$ cat src/rtl/pkt_irq_pkg.sv
package pkt_irq_pkg;

  localparam int REG_AW = 3;

  typedef enum logic [REG_AW-1:0] {
    RA_ENABLE    = 3'd0,
    RA_STATUS    = 3'd1,
    RA_CLEAR     = 3'd2,
    RA_SUSP_EN   = 3'd3,
    RA_SUSP_INFO = 3'd4,
    RA_SUSP_CLR  = 3'd5
  } reg_addr_e;

  typedef struct packed {
    logic en_wr;
    logic clr_wr;
    logic sen_wr;
    logic sclr_wr;
  } wr_strobe_t;

endpackage

$ cat src/rtl/pkt_irq_regif.sv
module pkt_irq_regif
  import pkt_irq_pkg::*;
#(
  parameter int DW      = 32,
  parameter int NUM_EVT = 32,
  parameter int NUM_EP  = 16
) (
  input  logic               clk,
  input  logic               rst_n,
  input  logic               reg_wr_en,
  input  logic               reg_rd_en,
  input  logic [REG_AW-1:0]  reg_addr,
  input  logic [DW-1:0]      reg_wdata,
  input  logic [NUM_EVT-1:0] status_q,
  input  logic [NUM_EP-1:0]  info_q,
  input  logic [NUM_EP-1:0]  sen_q,
  output logic [NUM_EVT-1:0] enable_q,
  output wr_strobe_t         strobe,
  output logic [DW-1:0]      reg_rdata
);

  logic [DW-1:0] rd_d;

  always_comb begin
    strobe = '0;
    if (reg_wr_en) begin
      case (reg_addr)
        RA_ENABLE:   strobe.en_wr   = 1'b1;
        RA_CLEAR:    strobe.clr_wr  = 1'b1;
        RA_SUSP_EN:  strobe.sen_wr  = 1'b1;
        RA_SUSP_CLR: strobe.sclr_wr = 1'b1;
        default:     strobe = '0;
      endcase
    end
  end

  always_ff @(posedge clk or negedge rst_n) begin
    if (!rst_n) begin
      enable_q <= '0;
    end else if (strobe.en_wr) begin
      enable_q <= reg_wdata[NUM_EVT-1:0];
    end
  end

  always_comb begin
    rd_d = '0;
    case (reg_addr)
      RA_ENABLE:    rd_d[NUM_EVT-1:0] = enable_q;
      RA_STATUS:    rd_d[NUM_EVT-1:0] = status_q;
      RA_SUSP_EN:   rd_d[NUM_EP-1:0]  = sen_q;
      RA_SUSP_INFO: rd_d[NUM_EP-1:0]  = info_q;
      default:      rd_d = '0;
    endcase
  end

  always_ff @(posedge clk or negedge rst_n) begin
    if (!rst_n) begin
      reg_rdata <= '0;
    end else if (reg_rd_en) begin
      reg_rdata <= rd_d;
    end
  end

endmodule

$ cat src/rtl/pkt_irq_status.sv
module pkt_irq_status #(
  parameter int NUM_EVT  = 32,
  parameter int SUSP_IDX = 4
) (
  input  logic               clk,
  input  logic               rst_n,
  input  logic [NUM_EVT-1:0] evt_pulse,
  input  logic               susp_hit,
  input  logic               clr_wr,
  input  logic [NUM_EVT-1:0] clr_mask,
  output logic [NUM_EVT-1:0] status_q,
  output logic               susp_wipe
);

  logic [NUM_EVT-1:0] set_v;
  logic [NUM_EVT-1:0] clr_v;

  assign clr_v     = clr_wr ? clr_mask : '0;
  assign susp_wipe = clr_v[SUSP_IDX];

  for (genvar i = 0; i < NUM_EVT; i++) begin : g_bit
    if (i == SUSP_IDX) begin : g_susp
      assign set_v[i] = evt_pulse[i] | susp_hit;
    end else begin : g_plain
      assign set_v[i] = evt_pulse[i];
    end

    always_ff @(posedge clk or negedge rst_n) begin
      if (!rst_n) begin
        status_q[i] <= 1'b0;
      end else begin
        status_q[i] <= set_v[i] | (status_q[i] & ~clr_v[i]);
      end
    end
  end

endmodule

$ cat src/rtl/pkt_irq_susp.sv
module pkt_irq_susp #(
  parameter int NUM_EP = 16,
  parameter bit LEGACY = 1'b0
) (
  input  logic              clk,
  input  logic              rst_n,
  input  logic [NUM_EP-1:0] ep_suspend_req,
  input  logic              sen_wr,
  input  logic              sclr_wr,
  input  logic [NUM_EP-1:0] wdata,
  input  logic              wipe,
  output logic [NUM_EP-1:0] info_q,
  output logic [NUM_EP-1:0] sen_q,
  output logic              susp_hit
);

  logic [NUM_EP-1:0] allow;
  logic [NUM_EP-1:0] gated;
  logic [NUM_EP-1:0] clr_v;

  if (LEGACY) begin : g_legacy
    assign sen_q = '0;
    assign allow = '1;
    assign clr_v = wipe ? '1 : '0;
  end else begin : g_gated
    logic [NUM_EP-1:0] sen_r;
    always_ff @(posedge clk or negedge rst_n) begin
      if (!rst_n) begin
        sen_r <= '0;
      end else if (sen_wr) begin
        sen_r <= wdata;
      end
    end
    assign sen_q = sen_r;
    assign allow = sen_r;
    assign clr_v = (wipe ? '1 : '0) | (sclr_wr ? wdata : '0);
  end

  assign gated    = ep_suspend_req & allow;
  assign susp_hit = |gated;

  always_ff @(posedge clk or negedge rst_n) begin
    if (!rst_n) begin
      info_q <= '0;
    end else begin
      info_q <= gated | (info_q & ~clr_v);
    end
  end

endmodule

$ cat src/rtl/pkt_irq_ctrl.sv
module pkt_irq_ctrl
  import pkt_irq_pkg::*;
#(
  parameter int NUM_EVT  = 32,
  parameter int NUM_EP   = 16,
  parameter int SUSP_IDX = 4,
  parameter bit LEGACY   = 1'b0
) (
  input  logic               clk,
  input  logic               rst_n,
  input  logic               reg_wr_en,
  input  logic               reg_rd_en,
  input  logic [2:0]         reg_addr,
  input  logic [31:0]        reg_wdata,
  output logic [31:0]        reg_rdata,
  input  logic [NUM_EVT-1:0] evt_pulse,
  input  logic [NUM_EP-1:0]  ep_suspend_req,
  output logic               irq_o
);

  localparam int DW = 32;

  logic [NUM_EVT-1:0] status_q;
  logic [NUM_EVT-1:0] enable_q;
  logic [NUM_EP-1:0]  info_q;
  logic [NUM_EP-1:0]  sen_q;
  logic               susp_hit;
  logic               susp_wipe;
  wr_strobe_t         strobe;

  pkt_irq_regif #(.DW(DW), .NUM_EVT(NUM_EVT), .NUM_EP(NUM_EP)) u_regif (
    .clk       (clk),
    .rst_n     (rst_n),
    .reg_wr_en (reg_wr_en),
    .reg_rd_en (reg_rd_en),
    .reg_addr  (reg_addr),
    .reg_wdata (reg_wdata),
    .status_q  (status_q),
    .info_q    (info_q),
    .sen_q     (sen_q),
    .enable_q  (enable_q),
    .strobe    (strobe),
    .reg_rdata (reg_rdata)
  );

  pkt_irq_status #(.NUM_EVT(NUM_EVT), .SUSP_IDX(SUSP_IDX)) u_status (
    .clk       (clk),
    .rst_n     (rst_n),
    .evt_pulse (evt_pulse),
    .susp_hit  (susp_hit),
    .clr_wr    (strobe.clr_wr),
    .clr_mask  (reg_wdata[NUM_EVT-1:0]),
    .status_q  (status_q),
    .susp_wipe (susp_wipe)
  );

  pkt_irq_susp #(.NUM_EP(NUM_EP), .LEGACY(LEGACY)) u_susp (
    .clk            (clk),
    .rst_n          (rst_n),
    .ep_suspend_req (ep_suspend_req),
    .sen_wr         (strobe.sen_wr),
    .sclr_wr        (strobe.sclr_wr),
    .wdata          (reg_wdata[NUM_EP-1:0]),
    .wipe           (susp_wipe),
    .info_q         (info_q),
    .sen_q          (sen_q),
    .susp_hit       (susp_hit)
  );

  assign irq_o = |(status_q & enable_q);

endmodule

$ cat config.mk
export PLATFORM = sky130hd
export DESIGN_NAME = pkt_irq_ctrl
export DESIGN_NICKNAME = d
export VERILOG_FILES = /design/src/rtl/pkt_irq_pkg.sv /design/src/rtl/pkt_irq_regif.sv /design/src/rtl/pkt_irq_status.sv /design/src/rtl/pkt_irq_susp.sv /design/src/rtl/pkt_irq_ctrl.sv
export SDC_FILE = /design/constraint.sdc
export NUM_CORES = 1
export LEC_CHECK = 0
export ABC_AREA = 1
export ABC_CLOCK_PERIOD_IN_PS = 1220
export BUFFER_PORTS_ARGS = -buffer_cell sky130_fd_sc_hd__buf_2
export CAP_MARGIN = 20
export CELL_PAD_IN_SITES_DETAIL_PLACEMENT = 1
export CELL_PAD_IN_SITES_GLOBAL_PLACEMENT = 1
export CORE_ASPECT_RATIO = 0.8
export CORE_MARGIN = 2
export CORE_UTILIZATION = 40
export DETAILED_ROUTE_END_ITERATION = 10
export HOLD_SLACK_MARGIN = 0.03
export PLACE_DENSITY_LB_ADDON = 0.1
export SYNTH_ARGS = -nofsm -noshare
export SYNTH_HDL_FRONTEND = slang
export SYNTH_SLANG_ARGS = --single-unit
$ cat constraint.sdc
create_clock -name clk -period 1.22 [get_ports clk]
set_input_delay 0.183 -clock clk [delete_from_list [all_inputs] [get_ports clk]]
set_output_delay 0.183 -clock clk [all_outputs]
set_load 0.1 [all_outputs]
==> out/summary.log <==
INFO  setup_path     cp.arrival=1.63ns
INFO  global_routing grt_most_used_layer=met2
INFO  outcome        failing_checks=negative setup slack
INFO  setup_path     worst_ep_required_time=1.04ns
INFO  placed_design  placement.io_buffers=119
INFO  setup_path     critPathMaxStageDelay=0.38ns
INFO  cts            clk-insertion-delay-late=0.43ns
INFO  sta            final-hold-violation-count=0
INFO  sta            crit_path_time_final=1.81ns
INFO  global_routing antenna_found_initial=0
INFO  cts            cts.clk_slew.worst_paths=0.06ns
INFO  setup_path     critPathSlowestCell=dfrtp_1
INFO  cts            depth_of_the_cts_h_tree=4
INFO  setup_path     critical_path_peak_fanout=2
INFO  sta            timing.final.ws_setup=-0.592ns
INFO  global_routing grt_max_degree=82
INFO  drt            vias_per_cell=5.14
INFO  sta            setup-violations-final=2
INFO  floorplan      top_level_ports=120
INFO  cts            clock-root-buffer=clkbuf_16
INFO  final_layout   area.growth.synth_to_final=52.7%
INFO  sta            max_freq=0.552GHz
INFO  sta            fin_crit_sh=1.49
INFO  drt            antenna_viol_nets_final=0
INFO  global_routing grtUsageMet1=0.373
INFO  drt            routed_wire_length_per_instance=18.1um
INFO  placed_design  post-place-ws=-0.296ns
INFO  synth          sequential_cell_area_fraction_in_the_yosys_report=0.527
INFO  cts            cts.sink_count=128
INFO  global_routing gr-usage-met2=0.498
INFO  flow_run       max_cap_violations=0
INFO  synth          synth.cell_area=6080um^2
INFO  drt            dr.pass1.iters=4
INFO  floorplan      initial_utilization=0.406
INFO  sta            fin_skew=0.0110ns
INFO  final_layout   layout_common_cells=nand2_1 (350), dfrtp_1 (128), buf_4 (96), buf_2 (85), inv_1 (66)
INFO  floorplan      placement_rows=40
INFO  floorplan      design.core.area=15000um^2
INFO  global_routing grt_use_met3=0.0556
INFO  drt            drc_errors=0
INFO  final_layout   final_common_cell=nand2_1
INFO  placed_design  routability_congestion=0.834
INFO  global_routing grt_pass1_wl=36.0mm
INFO  sta            finalMaxSlewViolations=0
INFO  setup_path     series_of_cell_instances_along_the_critical_path=nand2_1 -> nand2_1 -> nor2_1 -> nand2_1 -> nor2_1 -> buf_4 -> nand2_4 -> buf_12
INFO  drt            num_vias=6404
INFO  synth          post_synth.cell_area_avg=7.73um^2
INFO  synth          syn_inst=787
INFO  setup_path     timing.critical_path.from_type=flop
INFO  drt            routed_wl=22.5mm
INFO  global_routing global_route_total_overflow=0
INFO  final_layout   layout_cell_share_with_drive_strength_beyond_1=0.256
INFO  floorplan      die_width=142um
INFO  global_routing grt_use_total=0.289
INFO  synth          ys_types=24
INFO  global_routing grt_pass1_vias=6967
INFO  placed_design  dp_hpwl=14.8mm
INFO  floorplan      floorplan.die_area=16200um^2
INFO  synth          synth_fp_nets=874
INFO  sta            maxSlewHeadroom=0.683
INFO  floorplan      fp.dieH=114um
INFO  setup_path     crit_path_frequent_cell=nand2_1
INFO  pwr            ir_drop=0.932mV
INFO  cts            tritoncts=done
INFO  min_path       holdCritPathClass=primary input to flop
INFO  synth          synth_seq_cells=128
INFO  setup_path     endpoint_kind=primary output
INFO  pwr            power_density=1530nW/um^2
INFO  final_layout   antenna-diode-count=0
INFO  cts            clockBufferDepth=2
INFO  setup_path     worst-setup-path-type=flop to primary output
INFO  sta            tightest_slew=0.475ns
INFO  final_layout   fin_nets=1131
INFO  sta            rsz0062_at_grt=yes
INFO  drt            drtIter0Drc=367
INFO  synth          count_of_synthesis_stage_warnings_from_yosys=0
INFO  outcome        status=finished with violations
INFO  sta            holdWs=0.0298ns
INFO  pwr            cellLeakagePower=4.88nW
INFO  cts            cts_made_buffers=17
==> cell type report <==
cell class	instances	area, um^2
Clock buffer	20	457
Tap cell	189	236
Fill cell	1787	5680
Inverter	68	256
Timing Repair Buffer	277	2580
Sequential cell	128	3200
Multi-Input combinational cell	552	2420
Clock inverter	12	140
==> logic make-up (layout without fill, tap and decap cells) <==
kind of cell | count (synthesis) | count (layout) | share of synthesized area
AOI/OAI and AO/OA | 98 | 98 | 0.0806
buffers and inverters | 107 | 377 | 0.0773
and+or+nand+nor | 454 | 454 | 0.315
DFF | 128 | 128 | 0.527
==> worst max-delay path, delay by kind of cell (launching register included) <==
family                 cells  cell delay, ns
buffers and inverters      2            0.30
flip-flops                 1            0.38
AND/OR/NAND/NOR            6            0.53
==> stage by stage <==
step	instance area (um^2)	instances	TNS, ns	util	power [mW]
6_report	9290	1246	-0.599	0.621	14.2
2_1_floorplan	6090	787	0	-	7.09
4_1_cts	9230	1238	-0.622	0.617	14.2
3_5_place_dp	8080	1151	-6.37	0.540	8.79
5_1_grt	9290	1246	-0.826	0.621	14.8
3_3_place_gp	8080	1151	-2.34	0.540	8.61
==> flip-flops by register name, summed over array words and instances, names as in the netlist <==
signal / count
u_regif.enable_q: 32
u_regif.reg_rdata: 32
u_susp.info_q: 16
u_susp.sen_q: 16
u_status.status_q: 32
==> where the power goes <==
part / leakage [nW] / switching (mW) / internal [mW]
logic: 3.11 / 2.18 / 1.50
registers: 1.48 / 0.456 / 4.83
clock network: 0.295 / 1.93 / 3.29
total: 4.88 / 4.56 / 9.62
==> per-layer routing <==
layer	wire [um]	vias up
met5	0	-
met2	11200	182
li1	-	3024
met3	983	32
met4	334	0
met1	9960	3166
==> timing repair <==
action,in CTS,in global routing
pin swaps,5,7
setup buffers,6,8
hold endpoints to repair,175,0
endpoints found under the setup margin,8,17
cloned,0,0
hold buffers,49,0
gates resized for setup,5,0
==> cells in the mapped netlist, drive strengths merged <==
master,number,share of area
a21oi,3,0.0025
buf,26,0.027
clkbuf,13,0.0082
clkinv,1,0.00082
dfrtp,128,0.53
inv,67,0.041
nand2,353,0.22
nand3,50,0.044
nand3b,1,0.0012
nand4,32,0.033
nor2,15,0.0097
nor3,3,0.0080
o21ai,95,0.078
==> final timing paths <==
| kind | startpoint | end | slack, ns | cells after the start |
|---|---|---|---|---|
| worst max register to register | u_regif.enable_q[0] | u_regif.reg_rdata[0] | 0.04 | 6 |
| worst min-delay path | reg_wdata[10] | u_susp.info_q[10] | 0.03 | 4 |
| worst min register to register | u_susp.info_q[9] | u_susp.info_q[9] | 0.50 | 2 |
| min in group asynchronous | rst_n | u_regif.reg_rdata[3] | 0.11 | 2 |
| max in group asynchronous | rst_n | u_regif.enable_q[18] | 0.46 | 3 |
| worst max-delay path | u_status.status_q[8] | irq_o | -0.59 | 8 |
Power figures use the tool's default switching activity.
